**src/rtl/burst_pkg.sv**
```systemverilog
package burst_pkg;

  typedef enum logic {
    ORD_LINEAR = 1'b0,
    ORD_XOR    = 1'b1
  } order_e;

  localparam int unsigned DEF_ADDR_W = 19;
  localparam int unsigned DEF_BEAT_W = 2;

endpackage

```
**src/rtl/burst_base_reg.sv**
```systemverilog
module burst_base_reg
  import burst_pkg::*;
#(
  parameter int unsigned ADDR_W = DEF_ADDR_W
) (
  input  logic              clk,
  input  logic              rst,
  input  logic              load,
  input  logic [ADDR_W-1:0] addr_in,
  input  order_e            order_in,
  output logic [ADDR_W-1:0] base_q,
  output order_e            order_q
);

  always_ff @(posedge clk) begin
    if (rst) begin
      base_q  <= '0;
      order_q <= ORD_LINEAR;
    end else if (load) begin
      base_q  <= addr_in;
      order_q <= order_in;
    end
  end

  p_keep_base_r1: assert property (@(posedge clk) disable iff (rst)
    !load |=> $stable(base_q));

  p_keep_order_r8: assert property (@(posedge clk) disable iff (rst)
    !load |=> $stable(order_q));

endmodule

```
**src/rtl/burst_beat_ctr.sv**
```systemverilog
module burst_beat_ctr #(
  parameter int unsigned BEAT_W = 2
) (
  input  logic              clk,
  input  logic              rst,
  input  logic              clr,
  input  logic              step,
  output logic [BEAT_W-1:0] beat_q
);

  localparam logic [BEAT_W-1:0] LAST = '1;

  always_ff @(posedge clk) begin
    if (rst || clr) beat_q <= '0;
    else if (step)  beat_q <= beat_q + 1'b1;
  end

  p_hold_r5: assert property (@(posedge clk) disable iff (rst)
    (!clr && !step) |=> $stable(beat_q));

  p_wrap_r4: assert property (@(posedge clk) disable iff (rst)
    (!clr && step && beat_q == LAST) |=> beat_q == '0);

  p_clr_r7: assert property (@(posedge clk) disable iff (rst)
    clr |=> beat_q == '0);

endmodule

```
**src/rtl/burst_seq_map.sv**
```systemverilog
module burst_seq_map
  import burst_pkg::*;
#(
  parameter int unsigned BEAT_W = 2
) (
  input  logic [BEAT_W-1:0] start_lo,
  input  logic [BEAT_W-1:0] beat,
  input  order_e            order,
  output logic [BEAT_W-1:0] lo
);

  function automatic logic [BEAT_W-1:0] f_linear(input logic [BEAT_W-1:0] s,
                                                 input logic [BEAT_W-1:0] k);
    return s + k;
  endfunction

  function automatic logic [BEAT_W-1:0] f_xor(input logic [BEAT_W-1:0] s,
                                              input logic [BEAT_W-1:0] k);
    return s ^ k;
  endfunction

  always_comb begin
    unique case (order)
      ORD_XOR:    lo = f_xor(start_lo, beat);
      default:    lo = f_linear(start_lo, beat);
    endcase
  end

endmodule

```
**src/rtl/burst_addr_gen.sv**
```systemverilog
module burst_addr_gen
  import burst_pkg::*;
#(
  parameter int unsigned ADDR_W = DEF_ADDR_W,
  parameter int unsigned BEAT_W = DEF_BEAT_W
) (
  input  logic              clk,
  input  logic              rst,
  input  logic              load_i,
  input  logic [ADDR_W-1:0] base_addr_i,
  input  logic              adv_n_i,
  input  logic              mode_i,
  output logic [ADDR_W-1:0] addr_o
);

  localparam int unsigned HI_W = ADDR_W - BEAT_W;

  // named events for the checks
  logic load_evt, step_evt, wait_evt;
  assign load_evt = load_i;
  assign step_evt = !load_i && !adv_n_i;
  assign wait_evt = !load_i && adv_n_i;

  logic [ADDR_W-1:0] base_q;
  order_e            order_q;
  logic [BEAT_W-1:0] beat_q;
  logic [BEAT_W-1:0] lo;

  burst_base_reg #(.ADDR_W(ADDR_W)) u_base (
    .clk      (clk),
    .rst      (rst),
    .load     (load_evt),
    .addr_in  (base_addr_i),
    .order_in (order_e'(mode_i)),
    .base_q   (base_q),
    .order_q  (order_q)
  );

  burst_beat_ctr #(.BEAT_W(BEAT_W)) u_ctr (
    .clk    (clk),
    .rst    (rst),
    .clr    (load_evt),
    .step   (step_evt),
    .beat_q (beat_q)
  );

  burst_seq_map #(.BEAT_W(BEAT_W)) u_map (
    .start_lo (base_q[BEAT_W-1:0]),
    .beat     (beat_q),
    .order    (order_q),
    .lo       (lo)
  );

  generate
    if (HI_W > 0) begin : g_split
      assign addr_o = {base_q[ADDR_W-1:BEAT_W], lo};
    end else begin : g_low_only
      assign addr_o = lo;
    end
  endgenerate

  p_upper_r1: assert property (@(posedge clk) disable iff (rst)
    !load_i |=> addr_o[ADDR_W-1:BEAT_W] == $past(addr_o[ADDR_W-1:BEAT_W]));

  p_wait_r5: assert property (@(posedge clk) disable iff (rst)
    wait_evt |=> $stable(addr_o));

  p_first_r6: assert property (@(posedge clk) disable iff (rst)
    load_evt |=> addr_o == $past(base_addr_i));

  p_reset_r9: assert property (@(posedge clk)
    rst |=> addr_o == '0);

endmodule

```
**config.mk**
```make
export PLATFORM = sky130hd
export DESIGN_NAME = burst_addr_gen
export DESIGN_NICKNAME = d
export VERILOG_FILES = /design/src/rtl/burst_pkg.sv /design/src/rtl/burst_base_reg.sv /design/src/rtl/burst_beat_ctr.sv /design/src/rtl/burst_seq_map.sv /design/src/rtl/burst_addr_gen.sv
export SDC_FILE = /design/constraint.sdc
export NUM_CORES = 1
export LEC_CHECK = 0
export ABC_AREA = 0
export BUFFER_PORTS_ARGS = -buffer_cell sky130_fd_sc_hd__buf_2
export CORE_UTILIZATION = 49
export DETAILED_ROUTE_END_ITERATION = 6
export PLACE_DENSITY = 0.82
export REMOVE_ABC_BUFFERS = 1
export SETUP_SLACK_MARGIN = 0.3
export SYNTH_ARGS = -nofsm -noshare
export SYNTH_HDL_FRONTEND = slang
export SYNTH_SLANG_ARGS = --single-unit
```
**constraint.sdc**
```tcl
create_clock -name clk -period 1.9 [get_ports clk]
set_input_delay 0.19 -clock clk [delete_from_list [all_inputs] [get_ports clk]]
set_output_delay 0.19 -clock clk [all_outputs]
set_load 0.05 [all_outputs]
```
==> results by group <==
GRT
  • Vias in the first global route: 556
  • Initial antenna violation count: 0
  • First-pass GRT wire length: 2325 µm
  • Pin count of the biggest net entering global routing: 23
  • Gr usage total: 0.1498
  • GRT overflow: 0

Pwr
  • Seq pwr share: 0.556
  • Sw frac: 0.3033
  • Combinational cell fraction of total power: 0.228
  • Clock power frac: 0.215
  • Peak supply drop: 519.3 µV
  • Cell-internal power: 627.0 µW
  • Leakage: 0.0005626 µW
  • PD cells: 838.4 nW/µm²
  • NetSw: 273.0 µW

Floorplanning
  • Rows: 15
  • Initial core utilization: 0.5493
  • Die H: 46.94 µm
  • Die Width: 46.94 µm
  • Core ar.: 1802 µm²
  • Area of the die: 2203 µm²
  • Top Ports: 43

Worst setup path
  • Crit Path Category: flip-flop to output pin
  • Critical path data arrival time: 1.29 ns
  • Critical Path RT: 1.71 ns
  • R2R depth: 3
  • CP max FO: 3
  • CP endpoint kind: output pin
  • Reg2reg setup slack: 1.02 ns
  • Setup crit start kind: flip-flop
  • Worst flop-to-flop path endpoint: u_ctr.beat_q[1]
  • R2R Path Start: u_ctr.beat_q[0]

STA
  • Final hold violation count: 0
  • Min cycle time layout: 1.483 ns
  • Crit share post-route: 0.7804
  • Final setup vio count: 0
  • Final WS setup: 0.4173 ns
  • Actual slew at the worst max-slew pin: 0.6375 ns
  • WHS: 0.1286 ns
  • Achievable frequency: 674.4 MHz
  • Pins Over Slew Limit: 0
  • Clk_skew: 0.007373 ns
  • RSZ-0062 raised after global routing: no
  • Worst slew margin: 0.5750
  • Fin Setup TNS: 0 ns

Final layout
  • Final nets: 143
  • Most frequent cells in the layout: buf_2 (41), dfxtp_1 (22), mux2i_1 (20), nor2_1 (20)
  • Layout cell share with drive strength beyond 1: 0.4052
  • Antenna fix cells: 0
  • Area grow syn2layout: 8.470%
  • Commonest non-fill, non-tap cell in the layout: buf_2
  • Fin cells: 141
  • Post-layout util: 0.5958

Routing
  • Vias: 630
  • Antenna Violating Nets Remaining: 0
  • Routed wire per std cell: 10.38 µm
  • DRT iter0 DRCs: 8
  • DR DRC count: 0
  • Via density per instance: 4.468
  • DR pass1 iterations: 2
  • Routed WL: 1463 µm

Run
  • Max Cap Viol: 0

Synthesis
  • Yosys reg bits: 22
  • Mapped Area: 989.7 µm²
  • Yosys cell types: 15
  • Syn avg cell area: 10.64 µm²
  • Seq/Total Area, Yosys: 0.4450
  • Yosys warns: 0
  • Cells after synthesis: 93

Place
  • Dpl ws: 0.6755 ns
  • PortBufs: 42
  • Total placed cells including tap cells: 138
  • Final RePlAce weighted congestion: 0.6139
  • Dpl hpwl: 1057 µm

Clocking
  • CTS Root Cell: clkbuf_4
  • Inserted Clock Buffers: 3
  • Worst-Skew Late Latency: 0.29 ns
  • CTS sink cnt: 22
  • H-tree levels: 1
  • Clock transition at path regs: 0.11 ns
  • Hold-fix buffers at CTS: 0
  • CTS tree: done
  • CTS Buffer Depth: 2

Outcome
  • Status: finished clean

Worst hold path
  • Hold Path End: u_base.base_q[14]
  • Worst Hold Launch: base_addr_i[14]
  • WHS Path Cells: 3
  • Worst min path class: input pin to flip-flop
==> cell usage after synthesis <==
library cell	count	area, µm²
nor2b_1	2	12.51
clkbuf_1	1	3.750
buf_12	1	20.02
buf_2	1	5.000
xnor2_1	3	26.28
mux2i_1	20	200.2
buf_6	1	11.26
buf_4	17	127.6
ha_1	1	12.51
nor2_1	20	75.07
nor4_4	1	21.27
nor2b_4	1	13.76
dfxtp_1	22	440.4
nor3_1	1	5.000
buf_8	1	15.01
==> routing by layer <==
| metal | vias to the layer above | wire, µm | part of all wire | track usage |
|---|---|---|---|---|
| li1 | 334 | - | - | - |
| met1 | 265 | 729 | 0.50 | 0.2024 |
| met2 | 31 | 625 | 0.43 | 0.2194 |
| met3 | 0 | 108 | 0.074 | 0.04615 |
| met4 | 0 | 0 | 0 | 0.06857 |
| met5 | - | 0 | 0 | 0 |
==> worst max-delay path, cell delays in order, from the launching register on <==
cell and delay [ns]:
dfxtp_1 0.37, ha_1 0.14, nor2b_1 0.15, xnor2_1 0.13
buf_4 0.21
==> how the worst max path moves through the flow <==
| stage | start | to | slack [ns] | cells past startpoint |
|---|---|---|---|---|
| final | u_ctr.beat_q[0] | addr_o[1] | 0.42 | 4 |
| after global routing | u_ctr.beat_q[0] | addr_o[1] | 0.31 | 4 |
| after CTS | u_ctr.beat_q[0] | addr_o[1] | 0.34 | 4 |
| after detailed placement | u_ctr.beat_q[0] | addr_o[1] | 0.68 | 4 |
| after global placement | u_ctr.beat_q[0] | addr_o[1] | 0.72 | 4 |
| after floorplan | u_base.base_q[0] | addr_o[1] | 0.29 | 3 |
==> timing repair <==
item,CTS,global route
buffers inserted,0,0
endpoints found under the setup margin,0,1
gates resized for setup,0,2
==> registers in the layout, indices dropped and copies added (netlist names) <==
signal          cells
u_base.base_q      19
u_ctr.beat_q        2
u_base.order_q      1
==> final cells by class <==
cell class | count | area (µm²)
timing repair buffer | 42 | 212.7
tap | 25 | 31.28
sequential | 22 | 440.4
fill | 176 | 728.2
clock buffer | 3 | 22.52
multi-input combinational | 49 | 366.6
==> per-stage QoR <==
step / total power, µW / area, µm²
floorplan: 646.9 / 807.0
global placement: 711.8 / 1049
detailed placement: 716.8 / 1049
CTS: 907.7 / 1071
global route: 948.4 / 1074
finish: 900.0 / 1074
==> power by group through the flow <==
stage	Sequential, µW	Clock [µW]	Combinational, µW
floorplan	584	0	62.4
CTS	501	200	206
global route	505	224	220
global placement	510	0	202
detailed placement	511	0	206
finish	501	194	206
==> logic make-up after synthesis <==
group / share of synthesized area
AND/OR/NAND/NOR: 0.1289
buffers and inverters: 0.1846
flip-flops: 0.4450
multiplexers: 0.2023
XOR/XNOR: 0.02655
adder cells (fa/ha/maj): 0.01264
Note: power is estimated with default switching activity, not from simulation.
